File: config.mk
export PLATFORM = sky130hd
export DESIGN_NAME = exc_entry_ctrl
export DESIGN_NICKNAME = d
export VERILOG_FILES = /design/src/rtl/exc_pkg.sv /design/src/rtl/exc_prio.sv /design/src/rtl/exc_vec.sv /design/src/rtl/exc_state.sv /design/src/rtl/exc_entry_ctrl.sv
export SDC_FILE = /design/constraint.sdc
export NUM_CORES = 1
export LEC_CHECK = 0
export BUFFER_PORTS_ARGS = -buffer_cell sky130_fd_sc_hd__buf_2
export CORE_ASPECT_RATIO = 0.8
export CORE_MARGIN = 2
export CORE_UTILIZATION = 38
export DETAILED_ROUTE_END_ITERATION = 8
export GPL_TIMING_DRIVEN = 0
export HOLD_SLACK_MARGIN = 0.06
export SLEW_MARGIN = 20
export SYNTH_ARGS = -nofsm -noshare
export SYNTH_HDL_FRONTEND = slang
export SYNTH_SLANG_ARGS = --single-unit
File: constraint.sdc
create_clock -name clk -period 1.2 [get_ports clk]
set_clock_uncertainty 0.05 [all_clocks]
set_input_delay 0 -clock clk [delete_from_list [all_inputs] [get_ports clk]]
set_output_delay 0 -clock clk [all_outputs]
set_load 0.005 [all_outputs]
File: src/rtl/exc_pkg.sv
package exc_pkg;
  // positions inside the enable register
  localparam int IE_GLB = 0;
  localparam int IE_SAV_N = 1;
  localparam int IE_SAV_D = 2;
  localparam int IE_W = 3;

  // cause indices; index order is the priority order
  localparam int C_RESET = 0;
  localparam int C_BRKPT = 1;
  localparam int C_IBUS = 2;
  localparam int C_WATCH = 3;
  localparam int C_DBUS = 4;
  localparam int C_DIV0 = 5;
  localparam int C_IRQ = 6;
  localparam int C_SCALL = 7;

  typedef enum logic [1:0] {
    CLS_RESET = 2'd0,
    CLS_NORM = 2'd1,
    CLS_DBG = 2'd2,
    CLS_BAD = 2'd3
  } exc_cls_e;

  function automatic exc_cls_e cls_of(input int unsigned idx, input int unsigned n_def);
    if (idx >= n_def) return CLS_BAD;
    if (idx == C_RESET) return CLS_RESET;
    if (idx == C_BRKPT || idx == C_WATCH) return CLS_DBG;
    return CLS_NORM;
  endfunction
endpackage

File: src/rtl/exc_prio.sv
module exc_prio #(
  parameter int W = 16,
  localparam int IW = $clog2(W)
) (
  input  logic [W-1:0]  req_i,
  output logic          any_o,
  output logic [IW-1:0] idx_o
);
  always_comb begin
    idx_o = '0;
    for (int i = W - 1; i >= 0; i--) begin
      if (req_i[i]) idx_o = IW'(i);
    end
    any_o = |req_i;
  end
endmodule

File: src/rtl/exc_vec.sv
module exc_vec #(
  parameter int AW = 32,
  parameter int IW = 4,
  parameter int VEC_SHIFT = 5
) (
  input  logic [IW-1:0] idx_i,
  input  exc_pkg::exc_cls_e cls_i,
  input  logic          remap_i,
  input  logic [AW-1:0] eba_i,
  input  logic [AW-1:0] deba_i,
  output logic [AW-1:0] vec_o
);
  import exc_pkg::*;
  logic [AW-1:0] base;
  logic [AW-1:0] offs;

  always_comb begin
    if (cls_i == CLS_DBG || (cls_i == CLS_NORM && remap_i)) base = deba_i;
    else base = eba_i;
    offs = AW'(idx_i) << VEC_SHIFT;
    vec_o = base + offs;
  end
endmodule

File: src/rtl/exc_state.sv
module exc_state #(
  parameter int AW = 32
) (
  input  logic clk,
  input  logic rst_n,
  input  logic ev_exc_i,
  input  exc_pkg::exc_cls_e cls_i,
  input  logic [AW-1:0] vec_i,
  input  logic [AW-1:0] pc_i,
  input  logic eret_i,
  input  logic bret_i,
  input  logic ie_wr_i,
  input  logic [exc_pkg::IE_W-1:0] ie_wdata_i,
  output logic [exc_pkg::IE_W-1:0] ie_q,
  output logic [AW-1:0] ea_q,
  output logic [AW-1:0] ba_q,
  output logic redir_q,
  output logic [AW-1:0] tgt_q,
  output logic err_q
);
  import exc_pkg::*;
  logic [IE_W-1:0] ie_n;
  logic [AW-1:0] ea_n, ba_n, tgt_n;
  logic redir_n, err_n, st_en;

  assign st_en = ev_exc_i | eret_i | bret_i | ie_wr_i;

  always_comb begin
    ie_n = ie_q;
    ea_n = ea_q;
    ba_n = ba_q;
    tgt_n = tgt_q;
    redir_n = 1'b0;
    err_n = 1'b0;
    if (ev_exc_i) begin
      if (cls_i == CLS_BAD) begin
        err_n = 1'b1;
      end else begin
        redir_n = 1'b1;
        tgt_n = vec_i;
        ie_n[IE_GLB] = 1'b0;
        if (cls_i == CLS_DBG) begin
          ba_n = pc_i;
          if (ie_q[IE_GLB]) ie_n[IE_SAV_D] = 1'b1;
        end else if (cls_i == CLS_NORM) begin
          ea_n = pc_i;
          if (ie_q[IE_GLB]) ie_n[IE_SAV_N] = 1'b1;
        end
      end
    end else if (bret_i) begin
      redir_n = 1'b1;
      tgt_n = ba_q;
      ie_n[IE_GLB] = ie_q[IE_SAV_D];
    end else if (eret_i) begin
      redir_n = 1'b1;
      tgt_n = ea_q;
      ie_n[IE_GLB] = ie_q[IE_SAV_N];
    end else if (ie_wr_i) begin
      ie_n = ie_wdata_i;
    end
  end

  always_ff @(posedge clk or negedge rst_n) begin
    if (!rst_n) begin
      ie_q <= '0;
      ea_q <= '0;
      ba_q <= '0;
      tgt_q <= '0;
    end else if (st_en) begin
      ie_q <= ie_n;
      ea_q <= ea_n;
      ba_q <= ba_n;
      tgt_q <= tgt_n;
    end
  end

  always_ff @(posedge clk or negedge rst_n) begin
    if (!rst_n) begin
      redir_q <= 1'b0;
      err_q <= 1'b0;
    end else begin
      redir_q <= redir_n;
      err_q <= err_n;
    end
  end
endmodule

File: src/rtl/exc_entry_ctrl.sv
module exc_entry_ctrl #(
  parameter int AW = 32,
  parameter int CAUSE_W = 4,
  parameter int NUM_DEF = 8,
  parameter int VEC_SHIFT = 5,
  localparam int PEND_W = 1 << CAUSE_W,
  localparam int IEW = exc_pkg::IE_W
) (
  input  logic clk,
  input  logic rst_n,
  input  logic [AW-1:0] pc_i,
  input  logic [PEND_W-1:0] exc_pend_i,
  input  logic [AW-1:0] eba_i,
  input  logic [AW-1:0] deba_i,
  input  logic remap_i,
  input  logic eret_i,
  input  logic bret_i,
  input  logic ie_wr_i,
  input  logic [IEW-1:0] ie_wdata_i,
  output logic [IEW-1:0] ie_o,
  output logic [AW-1:0] ea_o,
  output logic [AW-1:0] ba_o,
  output logic redir_o,
  output logic [AW-1:0] target_o,
  output logic err_o
);
  import exc_pkg::*;
  logic any_pend;
  logic [CAUSE_W-1:0] win_idx;
  exc_cls_e win_cls;
  logic [AW-1:0] vec;

  exc_prio #(.W(PEND_W)) u_prio (
    .req_i(exc_pend_i), .any_o(any_pend), .idx_o(win_idx)
  );

  assign win_cls = cls_of(32'(win_idx), NUM_DEF);

  exc_vec #(.AW(AW), .IW(CAUSE_W), .VEC_SHIFT(VEC_SHIFT)) u_vec (
    .idx_i(win_idx), .cls_i(win_cls), .remap_i(remap_i),
    .eba_i(eba_i), .deba_i(deba_i), .vec_o(vec)
  );

  exc_state #(.AW(AW)) u_state (
    .clk(clk), .rst_n(rst_n), .ev_exc_i(any_pend), .cls_i(win_cls),
    .vec_i(vec), .pc_i(pc_i), .eret_i(eret_i), .bret_i(bret_i),
    .ie_wr_i(ie_wr_i), .ie_wdata_i(ie_wdata_i), .ie_q(ie_o), .ea_q(ea_o),
    .ba_q(ba_o), .redir_q(redir_o), .tgt_q(target_o), .err_q(err_o)
  );
endmodule

[Word level (Yosys, flattened, before mapping)]
Index checks and enable logic that the tools add are counted.
Word-level totals
  output and inout bits: 101
  word-level logic and storage cells: 91
  input port bits: 121
  register bits: 101
Cells by class
  add/sub/neg operators: 1
  multiplexer cells: 50
  equal/unequal tests: 12
  reduce and logical (&&, ||, !) cells: 14
  order comparisons: 1
  bitwise operators: 5
Operators with widths (number)
  $mux W32: 5
  $mux W4: 16
  $add A32 B9 Y32: 1
  $mux W1: 18
  $mux W2: 8
  $reduce_or A16 Y1: 1
  $ne A2 B2 Y1 const B: 5
  $mux W3: 3
  $reduce_and A8 Y1: 1
  $reduce_and A7 Y1: 1
  $reduce_and A3 Y1: 2
  $reduce_and A5 Y1: 1
  $eq A2 B2 Y1 const B: 2
  $eq A4 B1 Y1 const B: 1
  $eq A4 B2 Y1 const B: 1
  $ge A4 B4 Y1 const B: 1
  $logic_not A4 Y1: 1
  $ne A2 B1 Y1 const B: 2
  $reduce_and A4 Y1: 1
  $reduce_bool A4 Y1: 1
  $or A1 B1 Y1: 3
  $reduce_bool A3 Y1: 1
  $eq A2 B1 Y1 const B: 1
  $logic_or A1 B1 Y1: 2
  other kinds (3): 4

[Longest topological paths before layout]
  depth after elaboration: 31
  mapped depth: 21
  mapped depth without buffers: 17

[Modules after synthesis]
From an unflattened synthesis, not the netlist that was laid out.
Second synthesis, totals
  cells, all modules: 495
  area total of the unflattened synthesis: 5741.8 um^2
Modules (own cells, without submodules)
  exc_state: area each 4306.6 um^2, cells each 304, instances 1, sequential area each 2527.4 um^2
  exc_vec: area each 1234.9 um^2, cells each 152, instances 1, sequential area each 0.0 um^2
  exc_prio: area each 176.4 um^2, cells each 34, instances 1, sequential area each 0.0 um^2
  exc_entry_ctrl: area each 23.8 um^2, cells each 5, instances 1, sequential area each 0.0 um^2

[Worst setup path before layout]
Ideal clock, no wire load.
  path type: input port to flip-flop
  from: input exc_pend_i[7]
  to: register u_state.tgt_q[17]
  library setup time: 0.126 ns
  data arrival time: 3.366 ns
  path buffers: 3
  stages on the path: 17
  setup slack: -2.342 ns
  required time: 1.024 ns
  cell sequence: or4_4 > nor2_4 > nand2_2 > a21boi_2 > a21oi_1 > buf_2 > clkbuf_1 > nand2_1 > nand2_1 > ha_1 > fa_1 > a21o_1 > a21oi_1 > clkbuf_1 > a21oi_1 > xnor2_1 > a221o_1
On the way
  word-level cells in the longest chain between the ends: 23
  elaborated cells on any way between the ends: 40
  those cells by class: add/sub (1); order compare (1); eq/ne (6); mux (22); bitwise (3); reduce/logical (7)
RTL lines
  start: declaration: RTL line exc_entry_ctrl.sv:12  | input logic [PEND_W-1:0] exc_pend_i,
  $mux W4 (8 in a row): RTL line exc_prio.sv:12  | if (req_i[i]) idx_o = IW'(i);
  $eq A4 B1 Y1 or $eq A4 B2 Y1 (tied branches): RTL line exc_pkg.sv:28  | if (idx == C_BRKPT || idx == C_WATCH) return CLS_DBG;
  $logic_or A1 B1 Y1: RTL line exc_pkg.sv:28
  $mux W1 (2 in a row): RTL line exc_pkg.sv:28
  $mux W1: RTL line exc_pkg.sv:27  | if (idx == C_RESET) return CLS_RESET;
  $mux W2: RTL line exc_pkg.sv:29  | return CLS_NORM;
  $mux W2: RTL line exc_pkg.sv:28
  $mux W2: RTL line exc_pkg.sv:27
  $eq A2 B1 Y1: RTL line exc_vec.sv:18  | if (cls_i == CLS_DBG || (cls_i == CLS_NORM && remap_i)) base = deba_i;
  $logic_and A1 B1 Y1: RTL line exc_vec.sv:18
  $logic_or A1 B1 Y1: RTL line exc_vec.sv:18
  $mux W32: RTL line exc_vec.sv:18
  $add A32 B9 Y32: RTL line exc_vec.sv:21  | vec_o = base + offs;
  $mux W32: RTL line exc_state.sv:36  | if (cls_i == CLS_BAD) begin
  $mux W32: RTL line exc_state.sv:35  | if (ev_exc_i) begin
  end signal: assignment: RTL line exc_state.sv:73  | tgt_q <= tgt_n;
  end: declaration: RTL line exc_state.sv:18  | output logic [AW-1:0] tgt_q,
Several ways; a longest one is shown, not always the timed one. The select of a mux whose other input is x is not followed.
A chain may end at the register's enable or synchronous reset.

[Final worst setup path]
  from: input exc_pend_i[2]
  to: register u_state.tgt_q[11]
On the way
  word-level cells in the longest chain between the ends: 18
  elaborated cells on any way between the ends: 35
  those cells by class: add/sub (1); order compare (1); eq/ne (6); mux (17); bitwise (3); reduce/logical (7)
RTL lines (RTL line)
  $mux W4 (3 in a row): exc_prio.sv:12
  $eq A4 B1 Y1 or $eq A4 B2 Y1 (tied branches): exc_pkg.sv:28
  $logic_or A1 B1 Y1: exc_pkg.sv:28
  $mux W1 (2 in a row): exc_pkg.sv:28
  $mux W1: exc_pkg.sv:27
  $mux W2: exc_pkg.sv:29
  $mux W2: exc_pkg.sv:28
  $mux W2: exc_pkg.sv:27
  $eq A2 B1 Y1: exc_vec.sv:18
  $logic_and A1 B1 Y1: exc_vec.sv:18
  $logic_or A1 B1 Y1: exc_vec.sv:18
  $mux W32: exc_vec.sv:18
  $add A32 B9 Y32: exc_vec.sv:21
  $mux W32: exc_state.sv:36
  $mux W32: exc_state.sv:35
Several ways; a longest one is shown, not always the timed one. The select of a mux whose other input is x is not followed.

==> impl_metrics.prom <==
# TYPE chip_impl_metric gauge
chip_impl_metric{name="globalRouteMet3Util",unit=""} 0.05706
chip_impl_metric{name="cp.arrival",unit="ns"} 3.33
chip_impl_metric{name="slew_headroom",unit=""} 0.4357
chip_impl_metric{name="final_cells",unit=""} 1146
chip_impl_metric{name="grt_pass1_vias",unit=""} 6080
chip_impl_metric{name="ff2ff_setup_slack",unit="ns"} -0.23
chip_impl_metric{name="postSynthRegisterBits",unit=""} 101
chip_impl_metric{name="placeableCoreArea",unit="um2"} 15060
chip_impl_metric{name="syn2layout_area_growth",unit="%"} 65.30
chip_impl_info{name="hold_class",value="in -> async"} 1
chip_impl_metric{name="max_slew.worst_pin.slew",unit="ns"} 0.8465
chip_impl_metric{name="number_of_nets_with_antenna_violations_after_routing",unit=""} 0
chip_impl_metric{name="grt_util_met1",unit=""} 0.3681
chip_impl_metric{name="row_count",unit=""} 40
chip_impl_metric{name="maximum_number_of_pins_on_one_net_before_global_route_repair",unit=""} 82
chip_impl_metric{name="globalRouteTotalUtil",unit=""} 0.2651
chip_impl_metric{name="drc_errors",unit=""} 0
chip_impl_info{name="end_kind",value="flip-flop"} 1
chip_impl_metric{name="clock_sinks",unit=""} 101
chip_impl_metric{name="h-tree-depth",unit=""} 3
chip_impl_metric{name="synth_async_sr_flop_share",unit=""} 1.000
chip_impl_info{name="violations",value="setup timing"} 1
chip_impl_metric{name="p_leak",unit="nW"} 4.554
chip_impl_metric{name="fp.dieW",unit="um"} 143.0
chip_impl_metric{name="clk_path_buf_depth",unit=""} 2
chip_impl_metric{name="detailed_router_iteration_count_before_antenna_repair",unit=""} 7
chip_impl_metric{name="clk_latency",unit="ns"} 0.35
chip_impl_info{name="worst_setup_path_start_kind",value="primary input"} 1
chip_impl_metric{name="syn-instance-count",unit=""} 587
chip_impl_metric{name="power-per-cell-area",unit="nW/um2"} 1061
chip_impl_metric{name="ioPinCount",unit=""} 222
chip_impl_metric{name="antenna_found_initial",unit=""} 0
chip_impl_metric{name="grt_first_pass_wirelength",unit="um"} 33140
chip_impl_metric{name="vias_per_cell",unit=""} 5.370
chip_impl_metric{name="fillers",unit=""} 1286
chip_impl_info{name="run_status",value="finished, violations left"} 1
chip_impl_metric{name="detailed_place_hpwl",unit="um"} 16380
chip_impl_metric{name="finalWirelength",unit="um"} 23120
chip_impl_metric{name="post_route_cells_drive_above_1_share",unit=""} 0.4915
chip_impl_metric{name="cts-buffers-inserted",unit=""} 9
chip_impl_info{name="synthFlopType",value="dfrtp_1"} 1
chip_impl_metric{name="vdd_drop_max",unit="mV"} 0.7598
chip_impl_metric{name="setup_violations",unit=""} 35
chip_impl_metric{name="crit_path_max_fanout",unit=""} 5
chip_impl_metric{name="finalWeightedCongestion",unit=""} 0.8250
chip_impl_metric{name="avg_synthesized_cell_area",unit="um2"} 10.01
chip_impl_info{name="criticalPathCategory",value="in -> reg"} 1
chip_impl_metric{name="detail_route.wl_per_cell",unit="um"} 20.17
chip_impl_metric{name="fin_area",unit="um2"} 9708
chip_impl_metric{name="cap_viol_max_count",unit=""} 0
chip_impl_metric{name="timing.final.ws_setup",unit="ns"} -1.916
chip_impl_metric{name="dp_slack",unit="ns"} -2.533
chip_impl_metric{name="layout.core_utilization",unit=""} 0.6444
chip_impl_metric{name="ys.warnings.count",unit=""} 0
chip_impl_metric{name="fin_worst_hold_slack",unit="ns"} 0.02522
chip_impl_metric{name="total_chip_power",unit="mW"} 10.30
chip_impl_metric{name="met2_track_demand_over_resource",unit=""} 0.4265
chip_impl_metric{name="edff_count_synth",unit=""} 0
chip_impl_metric{name="mappedNetlistNets",unit=""} 713
chip_impl_info{name="setup_repair_after_global_routing_missed_its_margin",value="true"} 1
chip_impl_metric{name="timing.final.hold_violations",unit=""} 0
chip_impl_metric{name="fmaxAchievable",unit="GHz"} 0.3209
chip_impl_metric{name="final_period_minus_worst_setup_slack",unit="ns"} 3.116
chip_impl_metric{name="layout_worst_path_cycle_share",unit=""} 2.597
chip_impl_metric{name="starting_density_of_the_core",unit=""} 0.3899
chip_impl_metric{name="die_h",unit="um"} 115.2
chip_impl_info{name="tritoncts",value="built"} 1
chip_impl_metric{name="setup_total_negative_slack",unit="ns"} -48.79
chip_impl_metric{name="total_overflow_reported_by_the_global_router",unit=""} 0
chip_impl_info{name="grt_busiest_layer",value="met2"} 1
chip_impl_metric{name="placed_cells_incl_taps",unit=""} 1017
chip_impl_metric{name="detailroute.via_count",unit=""} 6154
chip_impl_metric{name="nNetsFinal",unit=""} 1057
chip_impl_metric{name="path_clk_slew",unit="ns"} 0.07
chip_impl_metric{name="worstPathRequired",unit="ns"} 1.42
chip_impl_info{name="clockRootBuffer",value="clkbuf_16"} 1
chip_impl_metric{name="die_area",unit="um2"} 16470
chip_impl_metric{name="io_buffer_count",unit=""} 219
chip_impl_metric{name="synthDistinctLibCells",unit=""} 52
chip_impl_metric{name="drtIter0Drc",unit=""} 397
chip_impl_metric{name="diodes",unit=""} 0
chip_impl_metric{name="placement_stage_cell_area",unit="um2"} 7491
chip_impl_metric{name="syn-cell-area",unit="um2"} 5873
chip_impl_metric{name="synth.yosys.seq_area_share",unit=""} 0.4303
chip_impl_metric{name="slew_viol_final",unit=""} 0
-- path summary, 6_finish.rpt --
check                           depth (start not counted)               from                 to
min in group clk                                        4         deba_i[19]  u_state.tgt_q[19]
worst min register to register                          2  u_state.tgt_q[11]  u_state.tgt_q[11]
worst min-delay path                                    2              rst_n   u_state.ea_q[16]
worst max-delay path                                   21      exc_pend_i[2]  u_state.tgt_q[11]
worst max register to register                          5   u_state.ba_q[28]  u_state.tgt_q[28]
max in group asynchronous                               3              rst_n   u_state.ba_q[29]
-- cell families after synthesis --
group | share of synthesized area
and+or+nand+nor | 0.1540
muxes | 0.2115
adders and majority gates | 0.01193
DFF | 0.4303
buffers and inverters | 0.02919
AOI/OAI and AO/OA | 0.1212
xor gates and xnor gates | 0.04175
-- critical path: stages --
cell	delay, ns
buf_8	0.10
or4_4	0.55
nor2_4	0.16
nand2_4	0.07
a21boi_4	0.16
a21oi_4	0.06
buf_6	0.13
clkbuf_16	0.15
nand2_4	0.06
nand2_4	0.06
ha_4	0.16
fa_2	0.36
a21o_1	0.22
a21oi_4	0.27
buf_6	0.15
nor2_2	0.03
xor2_1	0.12
nor2_1	0.07
a211oi_2	0.23
a21oi_1	0.07
o21ai_1	0.11
-- Yosys cell counts (9+ instances only) --
cell type | n | area [um2]
dfrtp_1 | 101 | 2527
mux2_2 | 69 | 777.0
nand2_1 | 60 | 225.2
mux2i_1 | 44 | 440.4
a21oi_1 | 36 | 180.2
o21ai_0 | 33 | 165.2
nor2_1 | 31 | 116.4
nand3_1 | 25 | 125.1
clkbuf_1 | 21 | 78.83
xor2_1 | 16 | 140.1
nor3_1 | 13 | 65.06
xnor2_1 | 12 | 105.1
nand4_1 | 11 | 68.82
and3_1 | 9 | 56.30
inv_1 | 9 | 33.78
-- registers in the layout, summed over array words and instances, names as in the netlist --
signal	cells
u_state.redir_q	1
u_state.ea_q	32
u_state.err_q	1
u_state.ba_q	32
u_state.ie_q	3
u_state.tgt_q	32
-- cells in the final DEF, fill, tap and decap left out, types with 5 or more instances in the layout --
cell type / netlist / routed
o21ai_1: 3 / 21
nand2_4: 0 / 8
nor2_1: 31 / 23
xnor2_1: 12 / 7
mux2_2: 69 / 45
o21ai_0: 33 / 11
xnor2_2: 0 / 5
dfrtp_1: 101 / 101
a21oi_1: 36 / 27
mux2i_1: 44 / 43
buf_6: 1 / 20
a21oi_2: 0 / 5
clkbuf_1: 21 / 8
clkbuf_16: 0 / 15
nand3_1: 25 / 21
dlygate4sd3_1: 0 / 61
buf_8: 0 / 12
buf_12: 0 / 8
nor3_1: 13 / 12
and3_1: 9 / 9
xor2_1: 16 / 14
buf_2: 5 / 207
mux2_4: 0 / 24
nand4_1: 11 / 11
nor2_4: 1 / 5
buf_4: 0 / 34
nand2_1: 60 / 50
inv_1: 9 / 7
-- timing repair --
item,CTS,global route
setup endpoints to repair,62,64
hold buffers,60,1
buffers inserted,39,16
gates resized for setup,85,101
cloned,2,3
pin swaps,38,36
endpoints found under the hold margin,181,21
-- layer usage --
layer | wire (um) | vias up
met1 | 10200 | 2997
li1 | - | 2837
met4 | 408 | 0
met2 | 10690 | 281
met3 | 1814 | 39
met5 | 0 | -
-- layout make-up --
cell class	instances	area, um2	share of cell area
Buffer	30	336.6	0.03467
Clock inverter	6	78.83	0.008120
Tap cell	210	262.8	0.02707
Clock buffer	10	229.0	0.02359
Inverter	9	33.78	0.003480
Timing Repair Buffer	336	2425	0.2498
Multi-Input combinational cell	444	3815	0.3930
Sequential cell	101	2527	0.2603
-- report_power, final --
group	switching, mW	internal (mW)	leakage [nW]
combinational	1.37	1.63	3.21
sequential	0.363	3.88	1.19
clock	1.39	1.66	0.151
total	3.12	7.18	4.55
Power figures use the tool's default switching activity.
